===== src/rtl/pcie_rp_bringup_pkg.sv =====
package pcie_rp_bringup_pkg;

    typedef enum logic [4:0] {
        S_IDLE,
        S_RST_ASSERT,
        S_PWR_ON,
        S_PERST_WAIT,
        S_PERST_REL,
        S_PORST_REL,
        S_AUXCLK_ON,
        S_HOLD_SET,
        S_AUXRST_REL,
        S_SEL_SET,
        S_SEL_WAIT,
        S_LANE_GO,
        S_LANE_RUN,
        S_AUXCLK_OFF,
        S_HOLD_CLR,
        S_AUXCLK_ON2,
        S_DEVTYPE,
        S_LTSSM,
        S_DONE,
        S_ERR
    } seq_state_e;

    typedef enum logic [1:0] {
        L_IDLE,
        L_ISSUE,
        L_WAIT
    } lane_state_e;

    typedef struct packed {
        logic porst_n;
        logic perst_n;
        logic pwr_en;
        logic aux_clk_en;
        logic aux_rst;
        logic hold_phy_rst;
        logic ltssm_en;
    } ctl_t;

    localparam ctl_t CTL_RESET = '{
        porst_n:      1'b0,
        perst_n:      1'b0,
        pwr_en:       1'b0,
        aux_clk_en:   1'b0,
        aux_rst:      1'b1,
        hold_phy_rst: 1'b0,
        ltssm_en:     1'b0
    };

endpackage


===== src/rtl/pcie_bringup_timer.sv =====
module pcie_bringup_timer #(
    parameter int CNT_W = 8
) (
    input  logic             clk,
    input  logic             rst_n,
    input  logic             load_i,
    input  logic [CNT_W-1:0] value_i,
    output logic             expired_o
);

    logic [CNT_W-1:0] cnt_q;

    always_ff @(posedge clk or negedge rst_n) begin
        if (!rst_n) begin
            cnt_q <= '0;
        end else if (load_i) begin
            cnt_q <= value_i;
        end else if (cnt_q != '0) begin
            cnt_q <= cnt_q - 1'b1;
        end
    end

    assign expired_o = (cnt_q == '0);

endmodule


===== src/rtl/pcie_lane_cfg_master.sv =====
module pcie_lane_cfg_master
    import pcie_rp_bringup_pkg::*;
#(
    parameter int              NUM_PHY       = 2,
    parameter int              LANES_PER_PHY = 4,
    parameter int              PHY_W         = 1,
    parameter int              ADDR_W        = 16,
    parameter int              DATA_W        = 32,
    parameter logic [ADDR_W-1:0] LANE_BASE   = 16'h1008,
    parameter logic [ADDR_W-1:0] LANE_STRIDE = 16'h0100,
    parameter logic [DATA_W-1:0] LANE_INIT   = 32'h0000_0E21
) (
    input  logic              clk,
    input  logic              rst_n,
    input  logic              go_i,
    input  logic              ack_i,
    input  logic              err_i,
    output logic              req_o,
    output logic [PHY_W-1:0]  phy_o,
    output logic [ADDR_W-1:0] addr_o,
    output logic [DATA_W-1:0] data_o,
    output logic              done_o,
    output logic              fail_o
);

    localparam int TOTAL = NUM_PHY * LANES_PER_PHY;
    localparam int IDX_W = (TOTAL > 1) ? $clog2(TOTAL) : 1;

    lane_state_e      lst_q, lst_d;
    logic [IDX_W-1:0] idx_q;
    logic             last_cmd;
    int               lane_i;
    int               phy_i;

    assign last_cmd = (idx_q == IDX_W'(TOTAL - 1));

    // Command fields derived from the running index
    always_comb begin
        lane_i = int'(idx_q) % LANES_PER_PHY;
        phy_i  = int'(idx_q) / LANES_PER_PHY;
        phy_o  = PHY_W'(phy_i);
        addr_o = ADDR_W'(int'(LANE_BASE) + lane_i * int'(LANE_STRIDE));
        data_o = LANE_INIT;
    end

    always_comb begin
        lst_d = lst_q;
        unique case (lst_q)
            L_IDLE:  if (go_i) lst_d = L_ISSUE;
            L_ISSUE: lst_d = L_WAIT;
            L_WAIT: begin
                if (ack_i) begin
                    if (err_i || last_cmd) lst_d = L_IDLE;
                    else                   lst_d = L_ISSUE;
                end
            end
            default: lst_d = L_IDLE;
        endcase
    end

    always_ff @(posedge clk or negedge rst_n) begin
        if (!rst_n) lst_q <= L_IDLE;
        else        lst_q <= lst_d;
    end

    always_ff @(posedge clk or negedge rst_n) begin
        if (!rst_n) begin
            idx_q  <= '0;
            req_o  <= 1'b0;
            done_o <= 1'b0;
            fail_o <= 1'b0;
        end else begin
            done_o <= 1'b0;
            fail_o <= 1'b0;
            unique case (lst_q)
                L_IDLE:  if (go_i) idx_q <= '0;
                L_ISSUE: req_o <= 1'b1;
                L_WAIT: begin
                    if (ack_i) begin
                        req_o <= 1'b0;
                        if (err_i)         fail_o <= 1'b1;
                        else if (last_cmd) done_o <= 1'b1;
                        else               idx_q  <= idx_q + 1'b1;
                    end
                end
                default: ;
            endcase
        end
    end


    req_hold_chk: assert property (@(posedge clk) disable iff (!rst_n)
        (req_o && !ack_i) |=> (req_o && $stable(addr_o) && $stable(phy_o)));


    req_gap_chk: assert property (@(posedge clk) disable iff (!rst_n)
        (req_o && ack_i) |=> !req_o);

endmodule


===== src/rtl/pcie_link_status.sv =====
module pcie_link_status #(
    parameter int STATUS_W  = 32,
    parameter int UP_BIT    = 4,
    parameter int TRAIN_BIT = 29
) (
    input  logic                clk,
    input  logic                rst_n,
    input  logic [STATUS_W-1:0] status_i,
    output logic                link_up_o
);

    logic unused_status;
    assign unused_status = ^status_i;

    always_ff @(posedge clk or negedge rst_n) begin
        if (!rst_n) link_up_o <= 1'b0;
        else        link_up_o <= status_i[UP_BIT] & ~status_i[TRAIN_BIT];
    end


    link_train_chk: assert property (@(posedge clk) disable iff (!rst_n)
        $past(status_i[TRAIN_BIT]) |-> !link_up_o);

endmodule


===== src/rtl/pcie_rp_bringup.sv =====
module pcie_rp_bringup
    import pcie_rp_bringup_pkg::*;
#(
    parameter int NUM_PHY        = 2,
    parameter int LANES_PER_PHY  = 4,
    parameter int ADDR_W         = 16,
    parameter int DATA_W         = 32,
    parameter int STATUS_W       = 32,
    parameter int DEV_TYPE_W     = 4,
    parameter int PERST_HOLD_CYC = 25000,
    parameter int SEL_WAIT_CYC   = 250,
    parameter logic [ADDR_W-1:0]     LANE_BASE   = 16'h1008,
    parameter logic [ADDR_W-1:0]     LANE_STRIDE = 16'h0100,
    parameter logic [DATA_W-1:0]     LANE_INIT   = 32'h0000_0E21,
    parameter logic [DEV_TYPE_W-1:0] DEV_TYPE_RC = 4'd4,
    parameter int UP_BIT         = 4,
    parameter int TRAIN_BIT      = 29,
    localparam int PHY_W = (NUM_PHY > 1) ? $clog2(NUM_PHY) : 1
) (
    input  logic                  clk,
    input  logic                  rst_n,
    input  logic                  start_i,
    input  logic                  cmd_ack_i,
    input  logic                  cmd_err_i,
    input  logic [STATUS_W-1:0]   dbg_status_i,
    output logic                  porst_n_o,
    output logic                  perst_n_o,
    output logic                  pwr_en_o,
    output logic                  aux_clk_en_o,
    output logic                  aux_rst_o,
    output logic                  hold_phy_rst_o,
    output logic [NUM_PHY-1:0]    phy_sel_o,
    output logic [DEV_TYPE_W-1:0] dev_type_o,
    output logic                  ltssm_en_o,
    output logic                  cmd_req_o,
    output logic [PHY_W-1:0]      cmd_phy_o,
    output logic [ADDR_W-1:0]     cmd_addr_o,
    output logic [DATA_W-1:0]     cmd_data_o,
    output logic                  link_up_o,
    output logic                  done_o,
    output logic                  error_o
);

    localparam int MAX_WAIT = (PERST_HOLD_CYC > SEL_WAIT_CYC) ? PERST_HOLD_CYC : SEL_WAIT_CYC;
    localparam int CNT_W    = $clog2(MAX_WAIT + 1) + 1;

    seq_state_e                state_q, state_d;
    ctl_t                      ctl_q;
    logic [NUM_PHY-1:0]        sel_q;
    logic [DEV_TYPE_W-1:0]     dtype_q;
    logic                      done_q;
    logic                      error_q;

    logic                      tmr_load;
    logic [CNT_W-1:0]          tmr_value;
    logic                      tmr_expired;
    logic                      lane_go;
    logic                      lane_done;
    logic                      lane_fail;

    // Wait timer shared by the reset hold and the select settle
    assign tmr_load  = (state_q == S_PWR_ON) || (state_q == S_SEL_SET);
    assign tmr_value = (state_q == S_PWR_ON) ? CNT_W'(PERST_HOLD_CYC) : CNT_W'(SEL_WAIT_CYC);
    assign lane_go   = (state_q == S_LANE_GO);

    pcie_bringup_timer #(
        .CNT_W (CNT_W)
    ) timer_i (
        .clk       (clk),
        .rst_n     (rst_n),
        .load_i    (tmr_load),
        .value_i   (tmr_value),
        .expired_o (tmr_expired)
    );

    pcie_lane_cfg_master #(
        .NUM_PHY       (NUM_PHY),
        .LANES_PER_PHY (LANES_PER_PHY),
        .PHY_W         (PHY_W),
        .ADDR_W        (ADDR_W),
        .DATA_W        (DATA_W),
        .LANE_BASE     (LANE_BASE),
        .LANE_STRIDE   (LANE_STRIDE),
        .LANE_INIT     (LANE_INIT)
    ) lanes_i (
        .clk    (clk),
        .rst_n  (rst_n),
        .go_i   (lane_go),
        .ack_i  (cmd_ack_i),
        .err_i  (cmd_err_i),
        .req_o  (cmd_req_o),
        .phy_o  (cmd_phy_o),
        .addr_o (cmd_addr_o),
        .data_o (cmd_data_o),
        .done_o (lane_done),
        .fail_o (lane_fail)
    );

    pcie_link_status #(
        .STATUS_W  (STATUS_W),
        .UP_BIT    (UP_BIT),
        .TRAIN_BIT (TRAIN_BIT)
    ) link_i (
        .clk       (clk),
        .rst_n     (rst_n),
        .status_i  (dbg_status_i),
        .link_up_o (link_up_o)
    );

    // Next-state logic
    always_comb begin
        state_d = state_q;
        unique case (state_q)
            S_IDLE:       if (start_i) state_d = S_RST_ASSERT;
            S_RST_ASSERT: state_d = S_PWR_ON;
            S_PWR_ON:     state_d = S_PERST_WAIT;
            S_PERST_WAIT: if (tmr_expired) state_d = S_PERST_REL;
            S_PERST_REL:  state_d = S_PORST_REL;
            S_PORST_REL:  state_d = S_AUXCLK_ON;
            S_AUXCLK_ON:  state_d = S_HOLD_SET;
            S_HOLD_SET:   state_d = S_AUXRST_REL;
            S_AUXRST_REL: state_d = S_SEL_SET;
            S_SEL_SET:    state_d = S_SEL_WAIT;
            S_SEL_WAIT:   if (tmr_expired) state_d = S_LANE_GO;
            S_LANE_GO:    state_d = S_LANE_RUN;
            S_LANE_RUN: begin
                if (lane_fail)      state_d = S_ERR;
                else if (lane_done) state_d = S_AUXCLK_OFF;
            end
            S_AUXCLK_OFF: state_d = S_HOLD_CLR;
            S_HOLD_CLR:   state_d = S_AUXCLK_ON2;
            S_AUXCLK_ON2: state_d = S_DEVTYPE;
            S_DEVTYPE:    state_d = S_LTSSM;
            S_LTSSM:      state_d = S_DONE;
            S_DONE:       state_d = S_DONE;
            S_ERR:        state_d = S_ERR;
            default:      state_d = S_IDLE;
        endcase
    end

    // State register
    always_ff @(posedge clk or negedge rst_n) begin
        if (!rst_n) state_q <= S_IDLE;
        else        state_q <= state_d;
    end

    // Output register: each action state performs one step
    always_ff @(posedge clk or negedge rst_n) begin
        if (!rst_n) begin
            ctl_q   <= CTL_RESET;
            sel_q   <= '0;
            dtype_q <= '0;
            done_q  <= 1'b0;
            error_q <= 1'b0;
        end else begin
            done_q <= 1'b0;
            unique case (state_q)
                S_RST_ASSERT: begin
                    ctl_q.porst_n <= 1'b0;
                    ctl_q.perst_n <= 1'b0;
                end
                S_PWR_ON:     ctl_q.pwr_en       <= 1'b1;
                S_PERST_REL:  ctl_q.perst_n      <= 1'b1;
                S_PORST_REL:  ctl_q.porst_n      <= 1'b1;
                S_AUXCLK_ON:  ctl_q.aux_clk_en   <= 1'b1;
                S_HOLD_SET:   ctl_q.hold_phy_rst <= 1'b1;
                S_AUXRST_REL: ctl_q.aux_rst      <= 1'b0;
                S_SEL_SET:    sel_q              <= '1;
                S_LANE_RUN:   if (lane_fail) error_q <= 1'b1;
                S_AUXCLK_OFF: ctl_q.aux_clk_en   <= 1'b0;
                S_HOLD_CLR:   ctl_q.hold_phy_rst <= 1'b0;
                S_AUXCLK_ON2: ctl_q.aux_clk_en   <= 1'b1;
                S_DEVTYPE:    dtype_q            <= DEV_TYPE_RC;
                S_LTSSM: begin
                    ctl_q.ltssm_en <= 1'b1;
                    done_q         <= 1'b1;
                end
                default: ;
            endcase
        end
    end

    assign porst_n_o      = ctl_q.porst_n;
    assign perst_n_o      = ctl_q.perst_n;
    assign pwr_en_o       = ctl_q.pwr_en;
    assign aux_clk_en_o   = ctl_q.aux_clk_en;
    assign aux_rst_o      = ctl_q.aux_rst;
    assign hold_phy_rst_o = ctl_q.hold_phy_rst;
    assign ltssm_en_o     = ctl_q.ltssm_en;
    assign phy_sel_o      = sel_q;
    assign dev_type_o     = dtype_q;
    assign done_o         = done_q;
    assign error_o        = error_q;

    // Cycles since power came on, for the reset-hold check
    logic [CNT_W-1:0] pwr_age_q;
    always_ff @(posedge clk or negedge rst_n) begin
        if (!rst_n)                                          pwr_age_q <= '0;
        else if (pwr_en_o && pwr_age_q < CNT_W'(PERST_HOLD_CYC)) pwr_age_q <= pwr_age_q + 1'b1;
    end


    pwr_before_release_chk: assert property (@(posedge clk) disable iff (!rst_n)
        $rose(pwr_en_o) |-> (!perst_n_o && !porst_n_o));


    perst_hold_chk: assert property (@(posedge clk) disable iff (!rst_n)
        $rose(perst_n_o) |-> (pwr_age_q >= CNT_W'(PERST_HOLD_CYC)));


    porst_after_perst_chk: assert property (@(posedge clk) disable iff (!rst_n)
        $rose(porst_n_o) |-> (perst_n_o && !$rose(perst_n_o)));


    cmd_in_hold_chk: assert property (@(posedge clk) disable iff (!rst_n)
        cmd_req_o |-> (hold_phy_rst_o && (&phy_sel_o)));


    hold_clk_off_chk: assert property (@(posedge clk) disable iff (!rst_n)
        $fell(hold_phy_rst_o) |-> !aux_clk_en_o);


    ltssm_last_chk: assert property (@(posedge clk) disable iff (!rst_n)
        ltssm_en_o |-> (!hold_phy_rst_o && dev_type_o == DEV_TYPE_RC));


    done_pulse_chk: assert property (@(posedge clk) disable iff (!rst_n)
        done_o |=> !done_o);


    err_no_train_chk: assert property (@(posedge clk) disable iff (!rst_n)
        error_o |-> (!ltssm_en_o && !cmd_req_o));

endmodule


===== config.mk =====
export PLATFORM = sky130hd
export DESIGN_NAME = pcie_rp_bringup
export DESIGN_NICKNAME = d
export VERILOG_FILES = /design/src/rtl/pcie_rp_bringup_pkg.sv /design/src/rtl/pcie_bringup_timer.sv /design/src/rtl/pcie_lane_cfg_master.sv /design/src/rtl/pcie_link_status.sv /design/src/rtl/pcie_rp_bringup.sv
export SDC_FILE = /design/constraint.sdc
export NUM_CORES = 1
export LEC_CHECK = 0
export ABC_CLOCK_PERIOD_IN_PS = 2240
export BUFFER_PORTS_ARGS = -buffer_cell sky130_fd_sc_hd__buf_2
export CAP_MARGIN = 10
export CORE_ASPECT_RATIO = 0.8
export CORE_MARGIN = 2
export CORE_UTILIZATION = 25
export DETAILED_ROUTE_END_ITERATION = 10
export PLACE_DENSITY = 0.57
export SETUP_SLACK_MARGIN = 0.2
export SYNTH_ARGS = -nofsm -noshare
export SYNTH_HDL_FRONTEND = slang
export SYNTH_HIERARCHICAL = 1
export SYNTH_SLANG_ARGS = --single-unit
export TNS_END_PERCENT = 20

===== constraint.sdc =====
create_clock -name clk -period 2.24 [get_ports clk]
set_clock_uncertainty 0.2 [all_clocks]
set_input_delay 0.672 -clock clk [delete_from_list [all_inputs] [get_ports clk]]
set_output_delay 0.672 -clock clk [all_outputs]
set_load 0.02 [all_outputs]

* Yosys cells after proc, flatten, opt, wreduce, memory -nomap -nowiden
Cells that the tools add are included.
W data, S select, Z words.
** Storage, ports and cells
- Flip-flop bits (word level) :: 41
- Bits in latches :: 0
- RAM bits :: 0
- Bits in read-only memories :: 0
- Output and inout bits :: 66
- Memories :: 0
** Operators by class
- Add/sub/neg operators :: 3
- Multiply operators :: 0
- Divide/modulo/power cells :: 0
- Order comparisons :: 0
- Equality and inequality tests :: 30
- Shifts and indexed selects :: 0
- Multiplexer cells :: 32
- Bitwise operators :: 2
- Reduce and logical (&&, ||, !) cells :: 20
** Operators with widths (count)
- $pmux W5 S19 :: 1
- $eq A5 B4 Y1 const B :: 8
- $mux W16 :: 2
- $mux W5 :: 5
- $eq A5 B3 Y1 const B :: 4
- $eq A5 B5 Y1 const B :: 4
- $logic_not A16 Y1 :: 1
- $reduce_bool A16 Y1 :: 1
- $sub A16 B1 Y16 const B :: 1
- $mux W15 :: 1
- $add A13 B10 Y14 const A :: 1
- $reduce_bool A2 Y1 :: 7
- $mux W3 :: 4
- $eq A5 B2 Y1 const B :: 2
- $mux W1 :: 10
- $ne A2 B2 Y1 const B :: 5
- $pmux W1 S2 :: 5
- $pmux W2 S3 :: 1
- $pmux W3 S2 :: 1
- $reduce_and A2 Y1 :: 3
- $eq A5 B1 Y1 const B :: 1
- $logic_not A5 Y1 :: 1
- $reduce_and A5 Y1 :: 1
- $mux W2 :: 2
- other kinds (12) :: 15

* Longest topological paths before layout
Gate-level depths: netlist (run 1).
- Word-level depth :: 5
- Depth in mapped cells :: 9
- Gate-level depth less buffers :: 8

* Modules after synthesis
The synthesis (run 1) kept the hierarchy.
** By module, submodules not included
- pcie_bringup_timer :: instances 1, cells each 104, area an instance 1006.0 µm², sequential area each 400.4 µm²
- pcie_rp_bringup :: instances 1, cells each 95, area an instance 899.6 µm², sequential area each 401.6 µm²
- pcie_lane_cfg_master :: instances 1, cells each 81, area an instance 757.0 µm², sequential area each 200.2 µm²
- pcie_link_status :: instances 1, cells each 2, area an instance 38.8 µm², sequential area each 25.0 µm²

* Worst setup path before layout (run 1)
Ideal clock, no wire load.
- Path kind :: register to register
- From :: register state_q[0]
- To :: register timer_i.cnt_q[6]
- Library setup time :: 0.142 ns
- Arrival time :: 1.938 ns
- Data required time :: 1.898 ns
- Slack :: -0.040 ns
- Stages on the path, launching flop included :: 9
- Buffers on the path :: 4
- Period minus slack after synthesis :: 2.280 ns
- Cells stage by stage :: dfrtp_1 buf_2 buf_2 and3b_1 a21oi_1 nor3_1 clkbuf_1 clkbuf_1 o221ai_1
** On the way
- Cells in the longest elaborated chain, start to end :: 3
- Elaborated cells on any way between the ends :: 6
- Classes of those cells :: eq/ne (2); mux (2); reduce/logical (2)
** RTL lines
- from (decl) :: RTL line pcie_rp_bringup.sv:47 : seq_state_e state_q, state_d;
- from (signal assigned) :: RTL line pcie_rp_bringup.sv:144 : else state_q <= state_d;
- $eq A5 B2 Y1 or $eq A5 B4 Y1 (tied branches) :: RTL line pcie_rp_bringup.sv:62 : assign tmr_load = (state_q == S_PWR_ON) || (state_q == S_SEL_SET);
- $logic_or A1 B1 Y1 * :: RTL line pcie_rp_bringup.sv:62
- named net tmr_load :: RTL line pcie_rp_bringup.sv:54 : logic tmr_load;
- $mux W16 or $reduce_bool A2 Y1 (tied branches)
- to (signal assigned) :: RTL line pcie_bringup_timer.sv:17 : cnt_q <= value_i;
- to (signal assigned) :: RTL line pcie_bringup_timer.sv:19 : cnt_q <= cnt_q - 1'b1;
- to (decl) :: RTL line pcie_bringup_timer.sv:11 : logic [CNT_W-1:0] cnt_q;
Mark *: on every way through the listed nets, which the timed path passes. The rest lies on a longest branch.
A chain may end at the register's enable or synchronous reset.

* Worst setup path in the final report (run 1)
- From :: register timer_i.cnt_q[4]
- To :: register timer_i.cnt_q[1]
** On the way
- Cells in the longest elaborated chain, start to end :: 2
** RTL lines
- $reduce_bool A16 Y1 :: RTL line pcie_bringup_timer.sv:18 : end else if (cnt_q != '0) begin
- $reduce_bool A2 Y1 (no line)
No other way between the ends.

==> flow_summary.ini, run 1 <==
[outcome]
status = finished, final reports clean

[clocking]
h-tree-depth = 2
holdBufCountCts = 0
path_clk_slew_ns = 0.06
cts_inserted_buffers = 5
cts_buffer_depth = 2
cts_tree = done
cts.sinks = 41
cts_root_buffer = clkbuf_16
clk-insertion-delay-late_ns = 0.29

[drt]
dr.pass1.iters = 4
drt_iter0_drc = 66
wl_per_cell_um = 11.47
wirelength_um = 5266
final_antenna_net_count = 0
dr_total_vias = 1937
viasPerCell = 4.220
drc = 0

[place]
gp_congestion = 0.7801
post-dp-hpwl_um = 3701
io_buffers = 23
dp_worst_setup_slack_ns = 0.1715

[worst_setup_path]
worst-path-max-fanout = 11
cp-start-kind = register
r2r_start = timer_i/cnt_q[4]$_DFFE_PN0P_
slowest_delay_ns = 0.41
cp.arrival_ns = 1.93
path_depth = 5
ff2ff_setup_slack_ns = 0.28
crit_required_ns = 2.21
slowest_stage = nor3_1
cp_top_family = simple AND/OR/NAND/NOR gates
crit_type = register to register
cp-end-kind = register
reg2reg_to = timer_i/cnt_q[1]$_DFFE_PN0P_
crit_buf_inv = 1
reg2reg_depth = 5
worstPathCellList = nor3_1 -> buf_4 -> and3_1 -> a21oi_1 -> o31a_1

[logic_synthesis]
synth.top_cell.area_share_pct = 37.05
async_reset_ff_share_pct = 100.0
yosys_warnings = 6
synth_flop_cell = dfrtp_1
ys_seq_elements = 41
yosysSeqAreaShare_pct = 38.03
synth_edf_count = 0
avgSynthCellArea_um2 = 9.579
yosys.area.top_type = dfrtp_1
synthCells = 282
yosysUniqueCellTypes = 63
netlist_top_cells_area = dfrtp_1, buf_4, o211a_1
synth_area_um2 = 2701

[timing]
period_minus_slack_ns = 1.957
finalHoldViolations = 0
finalCritPeriodShare_pct = 87.37
setup_ws_ns = 0.2829
setup-tns-final_ns = 0
setup_viol = 0
max_freq_mhz = 511.0
rsz0062_at_grt = true
slew_viol_final = 0

[global_routing]
grt_max_degree = 42
grt_pass1_vias = 1777
grt_overflow_total = 0
grt_pass1_wl_um = 8804
antenna_found_initial = 0
grt_use_total_pct = 9.395

[floorplanning]
die_area_um2 = 11660
fp.dieH_um = 96.98
core_um2 = 10410
rows = 33
die_w_um = 120.2
initial_core_util_pct = 25.96
ioPinCount = 103

[power]
power.share.clock_pct = 17.5
p_per_area_nw_per_um2 = 1356
vdd_drop_max_uv = 394.0
power.share.switching_pct = 42.07
combPwrFrac_pct = 49.1
p_int_mw = 2.413
leakage_nw = 1.397
p_sw_mw = 1.753
power_frac_seq_pct = 33.4

[layout]
nets = 358
diodes = 0
area_delta_synth_final_pct = 13.76
drive_above_1_share_pct = 21.94

[min_path]
min_path_type = primary input to async pin

[job]
cap_violations = 0
==> repair_timing <==
item / in CTS / in global routing
pin swaps: 0 / 4
setup buffers: 0 / 3
setup endpoints to repair: 3 / 14
endpoints found under the hold margin: 0 / 0
resized for setup: 1 / 8
==> logic make-up (layout without fill, tap and decap cells) <==
kind of cell	after synthesis	in the layout	synth area share [%]
fa+ha+maj	3	3	1.390
compound gates	54	54	15.28
simple gates	96	96	22.70
buf+inv	72	54	17.92
mux	3	3	1.204
xor+xnor	9	9	2.918
other cells	4	59	0.5556
flops	41	41	38.03
==> worst register-to-register path, cell delays in order (launching register included) <==
cell and delay, ns:
dfrtp_1 0.40, nor3_1 0.41, buf_4 0.26, and3_1 0.21, a21oi_1 0.08, o31a_1 0.28
==> metal layers <==
| metal | vias to the layer above | track usage (%) | wire length [µm] |
|---|---|---|---|
| met5 | - | 0 | 0 |
| met4 | 0 | 3.488 | 77 |
| met3 | 7 | 3.479 | 349 |
| met2 | 51 | 13.24 | 2288 |
| met1 | 925 | 13.02 | 2551 |
| li1 | 954 | - | - |
==> per-stage QoR <==
step | area [µm²] | total power, mW | hold WS, ns | util (%) | instances
2_1_floorplan | 2918 | 2.927 | 0.1764 | - | 337
3_3_place_gp | 2861 | 3.306 | 0.2458 | 27.50 | 448
3_5_place_dp | 2861 | 3.362 | 0.2470 | 27.50 | 448
4_1_cts | 3014 | 4.127 | 0.1605 | 28.97 | 456
5_1_grt | 3073 | 4.516 | 0.1653 | 29.53 | 459
6_report | 3073 | 4.166 | 0.1509 | 29.53 | 459
==> cells in the mapped netlist (2+ instances only) <==
library cell   n
conb_1         4
ha_1           3
buf_4         50
buf_2          8
nand3b_1       2
or3_1          2
xnor2_1        8
o211a_1        8
clkbuf_1       5
nor4b_1        2
mux2_2         2
o31a_1         2
dfrtp_1       40
nand4b_1       3
a31oi_1        2
a21oi_1        7
nor3_1         6
a221o_1        4
o21ai_0       11
nand2_1       17
o21bai_1       2
buf_6          2
o21a_1         2
o211ai_1       2
nand2b_1      12
nand4_1        2
nor4_1         3
and3b_1        2
or2_2          3
o31ai_1        2
nand3_1        5
nor2b_1        6
nor4_2         2
nor2_1        15
inv_1          6
and3_1         3
==> cells in the final DEF, fill, tap and decap left out, types with 6 or more instances in the layout <==
cell      instances
a21oi_1           7
buf_2            23
buf_4            16
conb_1           59
dfrtp_1          40
nand2_1          17
nand2b_1         12
nor2_1           14
nor2b_1           6
o211a_1           8
o21ai_0          11
xnor2_1           8
==> final cells by class <==
| cell class | instances | area, µm² |
|---|---|---|
| sequential | 41 | 1027 |
| fill | 1134 | 7332 |
| clock buffer | 8 | 146.4 |
| tap | 140 | 175.2 |
| timing repair buffer | 40 | 255.2 |
| multi-input combinational | 224 | 1446 |
| inverter | 6 | 22.52 |
==> power by group through the flow <==
stage	registers, mW	logic, mW	clock network [mW]
after global routing	1.44	2.28	0.789
after CTS	1.40	1.98	0.756
after global placement	1.39	1.91	0
after floorplan	1.41	1.52	0
after detailed placement	1.40	1.96	0
final	1.39	2.05	0.730
==> flip-flops by register name (all words and copies together), names as in the netlist <==
register,flops
phy_sel_o,1
aux_rst_o,1
timer_i/cnt_q,16
porst_n_o,1
pwr_en_o,1
dev_type_o,1
lanes_i/fail_o,1
link_i/link_up_o,1
error_o,1
aux_clk_en_o,1
state_q,5
perst_n_o,1
done_o,1
lanes_i/lst_q,2
lanes_i/req_o,1
ltssm_en_o,1
lanes_i/done_o,1
lanes_i/idx_q,3
hold_phy_rst_o,1
==> how the worst max path moves through the flow <==
stage | startpoint | endpoint
finish | timer_i/cnt_q[4]$_DFFE_PN0P_ | timer_i/cnt_q[1]$_DFFE_PN0P_
detailed placement | timer_i/cnt_q[1]$_DFFE_PN0P_ | state_q[0]$_DFFE_PN0P_
floorplan | timer_i/cnt_q[0]$_DFFE_PN0P_ | state_q[1]$_DFFE_PN0P_
global route | timer_i/cnt_q[0]$_DFFE_PN0P_ | state_q[2]$_DFFE_PN0P_
global placement | timer_i/cnt_q[1]$_DFFE_PN0P_ | state_q[0]$_DFFE_PN0P_
CTS | timer_i/cnt_q[1]$_DFFE_PN0P_ | state_q[1]$_DFFE_PN0P_
Note: power is estimated with default switching activity, not from simulation.
==> run 2: changes to the inputs <==
PLACE_DENSITY = 0.58   (was 0.57)
SYNTH_HIERARCHICAL = unset   (was 1)
==> run 2 against run 1 <==
Against the previous run:
- register-to-register slack got worse by 0.11 ns
- sequential share of layout area is 1.4 points higher
- count of clock-buffer cells in the layout down 1
- combinational power decreased by 95%
- maximum frequency is 5.5% lower
- synthesized cell count down 3.9%
- sequential cell count unchanged
- global-route usage rose by 0.39 points
- via count down 2.0%
- first-iteration DRC count rose by 59%
- synthesized area fell by 6.4%
==> flow_summary.ini, run 2 <==
[job]
cap_violations = 0

[global_routing]
grt_pass1_wl_um = 8424
grt_use_total_pct = 9.789
antenna_found_initial = 0
grt_pass1_vias = 1704
grt_overflow_total = 0
grt_max_degree = 27

[floorplanning]
rows = 32
initial_core_util_pct = 25.98
die_area_um2 = 10930
ioPinCount = 103
fp.dieH_um = 93.93
core_um2 = 9729
die_w_um = 116.4

[logic_synthesis]
synth_edf_count = 0
netlist_top_cells_area = dfrtp_1, buf_4, a21oi_1
avgSynthCellArea_um2 = 9.326
yosys_warnings = 0
yosysUniqueCellTypes = 53
yosys.area.top_type = dfrtp_1
synth.top_cell.area_share_pct = 39.60
async_reset_ff_share_pct = 100.0
synth.top_cells.by_count = buf_4, dfrtp_1, a21oi_1, nand2_1, o21ai_0
yosysSeqAreaShare_pct = 40.64
synthCells = 271
synth_flop_cell = dfrtp_1
synth.most_common_cell = buf_4
synth_area_um2 = 2527
ys_seq_elements = 41

[place]
gp_congestion = 0.8524
dp_worst_setup_slack_ns = 0.1636
io_buffers = 23
post-dp-hpwl_um = 3718
place_inst = 429

[timing]
max_freq_mhz = 482.9
setup-tns-final_ns = 0
setup_viol = 0
finalCritPeriodShare_pct = 92.44
rsz0062_at_grt = true
finalHoldViolations = 0
relSlewSlack_pct = 65.97
worst_pin_slew_ns = 0.5104
slew_viol_final = 0
setup_ws_ns = 0.1694
period_minus_slack_ns = 2.071

[clocking]
cts_buffer_depth = 2
cts_inserted_buffers = 5
cts_root_buffer = clkbuf_16
cts_tree = done
path_clk_slew_ns = 0.06
cts.sinks = 41
h-tree-depth = 2
clk-insertion-delay-late_ns = 0.28

[layout]
nets = 344
largest_register = timer_i.cnt_q
final_cells = 440
drive_above_1_share_pct = 23.03
mostFrequentLayoutCells = conb_1, dfrtp_1, buf_2
layout_commonest_cell = conb_1
fillCellCount = 1024
largest_register_ff_count = 16
area_delta_synth_final_pct = 17.23
reg_top3 = timer_i.cnt_q: 16 flops, state_q: 5 flops, lanes_i.idx_q: 3 flops
diodes = 0

[drt]
viasPerCell = 4.316
drt_iter0_drc = 105
dr_total_vias = 1899
dr.pass1.iters = 4
drc = 0
wirelength_um = 5220
final_antenna_net_count = 0
wl_per_cell_um = 11.86

[power]
power_frac_seq_pct = 44.4
p_per_area_nw_per_um2 = 564.5
power.share.switching_pct = 21.89
power_mw = 1.673
leakage_nw = 1.324
combPwrFrac_pct = 6.0
power.share.clock_pct = 49.6
p_sw_mw = 0.3661
vdd_drop_max_uv = 269.3
p_int_mw = 1.307

[worst_setup_path]
cp-start-kind = register
slowest_stage = or4_4
ff2ff_setup_slack_ns = 0.17
worst-path-max-fanout = 4
cp_top_family = simple AND/OR/NAND/NOR gates
worstPathCellList = or3_4 -> or3_4 -> or4_4 -> a21oi_2
crit_type = register to register
crit_buf_inv = 0
crit_top_cell = or3_4
cp.arrival_ns = 2.07
slowest_delay_ns = 0.52
crit_required_ns = 2.24
cp-end-kind = register

[min_path]
min_path_type = primary input to async pin

[outcome]
status = finished, final reports clean
==> run 2: changes by cell type after synthesis, moves of 5 or more <==
cell      previous run  this run
a21oi_1              7        15
nor2_1              15        10
o211a_1              8         0
nand2b_1            12         7
buf_2                8         1
xnor2_1              8         3
==> run 2: logic make-up after synthesis <==
family / count (synthesis) / synth area share (%)
compound gates: 54 / 13.17
xor+xnor: 6 / 2.080
fa+ha+maj: 4 / 1.980
buf+inv: 67 / 17.43
flops: 41 / 40.64
mux: 7 / 2.871
other cells: 2 / 0.2971
simple gates: 90 / 21.54
==> run 2: metrics by stage <==
stage | hold slack [ns] | instance area, µm² | utilization (%)
6_report | 0.1229 | 2963 | 30.45
5_1_grt | 0.1516 | 2963 | 30.45
4_1_cts | 0.1330 | 2869 | 29.49
3_5_place_dp | 0.2485 | 2690 | 27.65
3_3_place_gp | 0.2457 | 2690 | 27.65
2_1_floorplan | 0.1764 | 2713 | -
==> run 2: repair_timing <==
action / 4_1_cts / 5_1_grt
pin swaps: 0 / 2
buffers inserted: 0 / 3
hold buffers: 0 / 0
endpoints found under the setup margin: 5 / 15
gates resized for setup: 1 / 16
==> run 2: final timing paths <==
kind	startpoint	end	depth (start not counted)
worst max-delay path	timer_i.cnt_q[8]$_DFFE_PN0P_	timer_i.cnt_q[12]$_DFFE_PN0P_	4
worst min-delay path	rst_n	lanes_i.idx_q[2]$_DFFE_PN0P_	1
worst max register to register	timer_i.cnt_q[8]$_DFFE_PN0P_	timer_i.cnt_q[12]$_DFFE_PN0P_	4
worst min register to register	aux_rst_o$_DFFE_PN1P_	aux_rst_o$_DFFE_PN1P_	1
max in group asynchronous	rst_n	timer_i.cnt_q[7]$_DFFE_PN0P_	2
min in group clk	aux_rst_o$_DFFE_PN1P_	aux_rst_o$_DFFE_PN1P_	1
==> run 2: metal layers <==
metal / vias to the layer above / track usage, % / wire length [µm]
li1: 939 / - / -
met1: 908 / 14.62 / 2624
met2: 50 / 13.61 / 2296
met3: 2 / 2.194 / 256
met4: 0 / 3.571 / 42
met5: - / 0 / 0
==> run 2: power by group through the flow <==
stage	clock, mW	combinational [mW]	sequential, mW
5_1_grt	0.888	0.111	0.741
4_1_cts	0.857	0.100	0.742
6_report	0.830	0.101	0.742
2_1_floorplan	0	0.138	0.757
3_5_place_dp	0	0.100	0.755
3_3_place_gp	0	0.0997	0.755
==> run 2: layout make-up <==
| type | instances | area (µm²) | area share (%) |
|---|---|---|---|
| Clock buffer | 7 | 142.6 | 4.814 |
| Clock inverter | 1 | 30.03 | 1.014 |
| Inverter | 6 | 22.52 | 0.7601 |
| Multi-Input combinational cell | 210 | 1318 | 44.47 |
| Sequential cell | 41 | 1032 | 34.84 |
| Tap cell | 136 | 170.2 | 5.743 |
| Timing Repair Buffer | 39 | 247.7 | 8.362 |
